--- src/rtl/stcr_pkg.sv ---
package stcr_pkg;
    // Stored fields of the register; bits 5:4 are not stored.
    typedef struct packed {
        logic       cap;
        logic       start;
        logic [3:0] code;
    } stcr_reg_t;

    localparam int unsigned CAP_BIT   = 7;
    localparam int unsigned START_BIT = 6;

    function automatic logic [7:0] stcr_byte(input stcr_reg_t r);
        return {r.cap, r.start, 2'b00, r.code};
    endfunction
endpackage

--- src/rtl/stcr_fields.sv ---
module stcr_fields
    import stcr_pkg::*;
(
    input  logic       clk,
    input  logic       rst_n,
    input  logic       host_set_i,
    input  logic       loc_wr_i,
    input  logic       loc_cap_i,
    input  logic       loc_start_i,
    input  logic [3:0] loc_code_i,
    input  logic       boot_ld_i,
    input  logic       boot_cap_i,
    input  logic [3:0] boot_code_i,
    output stcr_reg_t  reg_d_o,
    output stcr_reg_t  reg_q_o
);
    stcr_reg_t reg_d, reg_q;

    always_comb begin
        reg_d = reg_q;
        // Host may only set the start bit, and only when capable.
        if (host_set_i && reg_q.cap) begin
            reg_d.start = 1'b1;
        end
        if (loc_wr_i) begin
            reg_d.cap  = loc_cap_i;
            reg_d.code = loc_code_i;
            // Local side clears; a local 1 leaves the bit alone. Clear beats host set.
            if (!loc_start_i) begin
                reg_d.start = 1'b0;
            end
        end
        if (boot_ld_i) begin
            reg_d.cap  = boot_cap_i;
            reg_d.code = boot_code_i;
        end
    end

    always_ff @(posedge clk) begin
        if (!rst_n) begin
            reg_q <= '0;
        end else begin
            reg_q <= reg_d;
        end
    end

    assign reg_d_o = reg_d;
    assign reg_q_o = reg_q;
endmodule

--- src/rtl/stcr_deadline.sv ---
module stcr_deadline #(
    parameter int unsigned DEADLINE_CYC = 200_000_000
) (
    input  logic clk,
    input  logic rst_n,
    input  logic start_q_i,
    input  logic start_d_i,
    output logic timeout_o
);
    localparam int unsigned CNT_W = $clog2(DEADLINE_CYC + 1);
    localparam logic [CNT_W-1:0] LAST = CNT_W'(DEADLINE_CYC - 1);

    typedef struct packed {
        logic [CNT_W-1:0] cnt;
        logic             flag;
    } tmr_t;

    tmr_t tmr_d, tmr_q;

    always_comb begin
        tmr_d = tmr_q;
        if (start_d_i && !start_q_i) begin
            tmr_d.cnt  = '0;
            tmr_d.flag = 1'b0;
        end else if (start_q_i && !tmr_q.flag) begin
            if (tmr_q.cnt == LAST) begin
                tmr_d.flag = 1'b1;
            end else begin
                tmr_d.cnt = tmr_q.cnt + 1'b1;
            end
        end
    end

    always_ff @(posedge clk) begin
        if (!rst_n) begin
            tmr_q <= '0;
        end else begin
            tmr_q <= tmr_d;
        end
    end

    assign timeout_o = tmr_q.flag;
endmodule

--- src/rtl/stcr_done.sv ---
module stcr_done (
    input  logic       clk,
    input  logic       rst_n,
    input  logic       start_q_i,
    input  logic       start_d_i,
    input  logic [3:0] code_d_i,
    output logic       done_o,
    output logic       pass_o
);
    typedef struct packed {
        logic done;
        logic pass;
    } fin_t;

    fin_t fin_d, fin_q;

    always_comb begin
        fin_d      = fin_q;
        fin_d.done = start_q_i && !start_d_i;
        if (fin_d.done) begin
            fin_d.pass = (code_d_i == 4'h0);
        end
    end

    always_ff @(posedge clk) begin
        if (!rst_n) begin
            fin_q <= '0;
        end else begin
            fin_q <= fin_d;
        end
    end

    assign done_o = fin_q.done;
    assign pass_o = fin_q.pass;
endmodule

--- src/rtl/selftest_ctl_reg.sv ---
module selftest_ctl_reg
    import stcr_pkg::*;
#(
    parameter int unsigned DEADLINE_CYC = 200_000_000
) (
    input  logic       clk,
    input  logic       rst_n,
    input  logic       host_wr_i,
    input  logic [7:0] host_wdata_i,
    input  logic       loc_wr_i,
    input  logic [7:0] loc_wdata_i,
    input  logic       boot_ld_i,
    input  logic [7:0] boot_byte_i,
    output logic [7:0] reg_o,
    output logic       irq_o,
    output logic       done_o,
    output logic       pass_o,
    output logic       timeout_o
);
    stcr_reg_t reg_d, reg_q;
    logic      unused_bits;

    assign unused_bits = ^{host_wdata_i[7], host_wdata_i[5:0],
                           loc_wdata_i[5:4], boot_byte_i[6:4]};

    stcr_fields u_fields (
        .clk         (clk),
        .rst_n       (rst_n),
        .host_set_i  (host_wr_i && host_wdata_i[START_BIT]),
        .loc_wr_i    (loc_wr_i),
        .loc_cap_i   (loc_wdata_i[CAP_BIT]),
        .loc_start_i (loc_wdata_i[START_BIT]),
        .loc_code_i  (loc_wdata_i[3:0]),
        .boot_ld_i   (boot_ld_i),
        .boot_cap_i  (boot_byte_i[CAP_BIT]),
        .boot_code_i (boot_byte_i[3:0]),
        .reg_d_o     (reg_d),
        .reg_q_o     (reg_q)
    );

    stcr_deadline #(.DEADLINE_CYC(DEADLINE_CYC)) u_deadline (
        .clk       (clk),
        .rst_n     (rst_n),
        .start_q_i (reg_q.start),
        .start_d_i (reg_d.start),
        .timeout_o (timeout_o)
    );

    stcr_done u_done (
        .clk       (clk),
        .rst_n     (rst_n),
        .start_q_i (reg_q.start),
        .start_d_i (reg_d.start),
        .code_d_i  (reg_d.code),
        .done_o    (done_o),
        .pass_o    (pass_o)
    );

    assign reg_o = stcr_byte(reg_q);
    assign irq_o = reg_q.start;
endmodule

--- config.mk ---
export PLATFORM = sky130hd
export DESIGN_NAME = selftest_ctl_reg
export DESIGN_NICKNAME = d
export VERILOG_FILES = /design/src/rtl/stcr_pkg.sv /design/src/rtl/stcr_fields.sv /design/src/rtl/stcr_deadline.sv /design/src/rtl/stcr_done.sv /design/src/rtl/selftest_ctl_reg.sv
export SDC_FILE = /design/constraint.sdc
export NUM_CORES = 1
export LEC_CHECK = 0
export ABC_CLOCK_PERIOD_IN_PS = 3580
export BUFFER_PORTS_ARGS = -buffer_cell sky130_fd_sc_hd__buf_4
export CORE_ASPECT_RATIO = 1.25
export CORE_MARGIN = 2
export CORE_UTILIZATION = 50
export CTS_BUF_LIST = sky130_fd_sc_hd__clkbuf_4
export DETAILED_ROUTE_END_ITERATION = 10
export PLACE_DENSITY = 0.81
export SLEW_MARGIN = 5
export SYNTH_ARGS = -nofsm -noshare
export SYNTH_HDL_FRONTEND = slang
export SYNTH_SLANG_ARGS = --single-unit
--- constraint.sdc ---
create_clock -name clk -period 3.58 [get_ports clk]
set_input_delay 0.537 -clock clk [delete_from_list [all_inputs] [get_ports clk]]
set_output_delay 0.537 -clock clk [all_outputs]
set_load 0.05 [all_outputs]
==> results.toml <==
[clock_network]
cts_made_buffers = 5
post_cts_buffers = 0
cts_hold_buffers = 0
path_clk_slew_ns = 0.11
htreeDepth = 2
cts_resized = 0
clock_path_buffers = 2
clk_latency_ns = 0.34
root_buffer = "clkbuf_4"
cts_sinks = 37
cts_tree = "done"

[sta]
finalCritPeriodShare_pct = 59.71
max_freq_ghz = 0.4678
holdWs_ns = 0.4656
period_needed_ns = 2.138
fin_skew_ns = 0.01035
slew_viol_final = 0
hold_violations = 0
setup_viol = 0
rsz0062_at_grt = "no"
fin_tns_setup_ns = 0

[pwr]
leakage_uw = 0.0007727
power.density_nw_per_um2 = 329.7
ir_worst_vdd_uv = 227.5

[setup_path]
setup.worst_path.end_class = "flip-flop"
startpoint_type = "flip-flop"
reg2reg_to = "u_deadline.tmr_q[21]$_SDFFE_PP0P_"
r2r_setup_slack_ns = 1.44
crit_arrival_ns = 2.42
reg2reg_depth = 7
required_ns = 3.86
criticalPathCategory = "reg -> reg"
r2r-start = "u_deadline.tmr_q[1]$_SDFFE_PP0P_"
critPathLaunch = "u_deadline.tmr_q[1]$_SDFFE_PP0P_"
crit_fanout = 41

[finish]
utilization_pct = 59.78
final_area_um2 = 2118
antennaDiodeCount = 0
nNetsFinal = 272
syn2layout_area_growth_pct = 12.79
fill_cells = 339
most-common-layout-cells = "dfxtp_1 (37), buf_4 (28), nand2_1 (21)"
final-seq-area_um2 = 740.7
layout-drive-gt1-share_pct = 19.42
multi_input_comb_area_um2 = 1059
final_common_cell = "dfxtp_1"

[floorplanning]
die_w_um = 58.82
start_util_pct = 53.00
die_h_um = 72.52
ios = 41
fp-row-count = 24
core_um2 = 3543
dieArea_um2 = 4265

[routing]
dr.pass1.iters = 7
vias = 1679
vias_per_cell = 5.975
finalWirelength_um = 3787
drt_iter0_drc = 53
drcViolationCount = 4
ant_nets = 0
wl_per_cell_um = 13.48

[global_route]
antenna_found_initial = 0
grt_pass1_vias = 1585
grt_pass1_wl_um = 6789
grt_use_total_pct = 20.16
grt_max_degree = 42
overflow = 0

[place]
dp_hpwl_um = 2687
placed_area_um2 = 2069
port_buffers = 26
place.gp.congestion = 0.8098

[yosys]
netlist_instances = 219
ys_warn_count = 0
avgSynthCellArea_um2 = 8.576
netlist_area_um2 = 1878
synth.ff_latch_count = 37
synth.distinct_cells = 47
ys_seq_area_share_pct = 39.44

[outcome]
status = "finished, violations left"
violations = "design-rule violations"

[worst_hold_path]
hold_path_class = "in -> reg"
hold_depth = 3
hold_start = "boot_byte_i[0]"
min_to = "u_fields.reg_q_o[0]$_SDFF_PN0_"

[flow_run]
cap_violations = 0
synth_stat cells, drive strengths merged:
master,instances,area share [%]
nor3,2,0.53
nor4,8,2.7
o22ai,1,0.33
or4,10,4.1
o31a,1,0.47
xnor2,7,3.3
a31oi,1,0.33
nand2b,1,0.33
nand4,7,3.1
mux2,1,0.60
nor2b,3,1.0
or3,9,3.1
xor2,1,0.47
nor3b,1,0.40
and2b,1,0.40
and3b,1,0.53
o21a,1,0.40
o211ai,5,2.0
o211a,1,0.53
nor4b,1,0.47
buf,10,3.7
dfxtp,37,39
or2,1,0.47
inv,3,0.60
o21ai,12,3.2
and3,5,1.7
nor2,11,2.2
o31ai,7,3.3
nand2,21,4.2
and4,4,2.1
and2,7,2.4
mux2i,4,2.1
nand3,10,2.7
a41o,1,0.53
a21oi,18,4.8
clkbuf,3,0.60
conb,1,0.20
ha,1,0.67
report_power, final:
part           leakage (uW)  internal (uW)  switching, uW
Clock             0.0000247           70.6            135
Sequential         0.000299            416           3.30
Combinational      0.000449           28.2           45.9
worst max-delay path by stage:
| stage | end | slack (ns) | cells after the start |
|---|---|---|---|
| 2_1_floorplan | u_deadline.tmr_q[21]$_SDFFE_PP0P_ | 1.67 | 4 |
| 3_3_place_gp | u_deadline.tmr_q[21]$_SDFFE_PP0P_ | 1.48 | 7 |
| 3_5_place_dp | u_deadline.tmr_q[21]$_SDFFE_PP0P_ | 1.47 | 7 |
| 4_1_cts | u_deadline.tmr_q[21]$_SDFFE_PP0P_ | 1.46 | 7 |
| 5_1_grt | u_deadline.tmr_q[21]$_SDFFE_PP0P_ | 1.33 | 7 |
| 6_report | u_deadline.tmr_q[21]$_SDFFE_PP0P_ | 1.44 | 7 |
worst max-delay path, stage by stage, from the launching register on:
cell     delay, ns
dfxtp_1       0.35
ha_1          0.22
and3_1        0.19
nand2_1       0.17
o31ai_4       0.08
buf_4         0.24
or4_2         0.67
a21oi_1       0.15
final cells by class:
class	count	share of cell area (%)
tap	39	2.304
multi-input combinational	167	49.97
sequential	37	34.97
clock buffer	5	1.772
timing repair buffer	28	9.923
clock inverter	2	0.5316
inverter	3	0.5316
through the flow:
stage               setup WS [ns]  total power [uW]  cells
CTS                         1.455             705.5    281
finish                      1.442             698.5    281
floorplan                   1.674             479.5    220
global placement            1.475             502.0    274
detailed placement          1.470             503.1    274
global route                1.330             726.0    281
sequential cells by signal, indices dropped and copies added, names as in the netlist:
name,flops
u_deadline.tmr_q,28
u_fields.reg_q_o,6
u_deadline.timeout_o,1
u_done.done_o,1
u_done.pass_o,1
logic make-up (layout without fill, tap and decap cells):
family / after synthesis / in the layout / share of synthesized area [%]
fa+ha+maj: 1 / 1 / 0.6661
simple gates: 103 / 103 / 32.45
mux: 5 / 5 / 2.732
other cells: 1 / 2 / 0.1997
flops: 37 / 37 / 39.44
compound gates: 48 / 48 / 15.92
buf+inv: 16 / 38 / 4.864
xor+xnor: 8 / 8 / 3.731
routing by layer:
layer | part of all wire (%) | wire length (um) | vias to the layer above | global-route usage, %
met3 | 3.9 | 147 | 2 | 5.348
met5 | 0 | 0 | - | 0
met4 | 0.50 | 19 | 0 | 6.061
met2 | 51 | 1913 | 23 | 35.93
met1 | 45 | 1706 | 795 | 23.15
li1 | - | - | 859 | -
(Power assumes the default switching activity.)
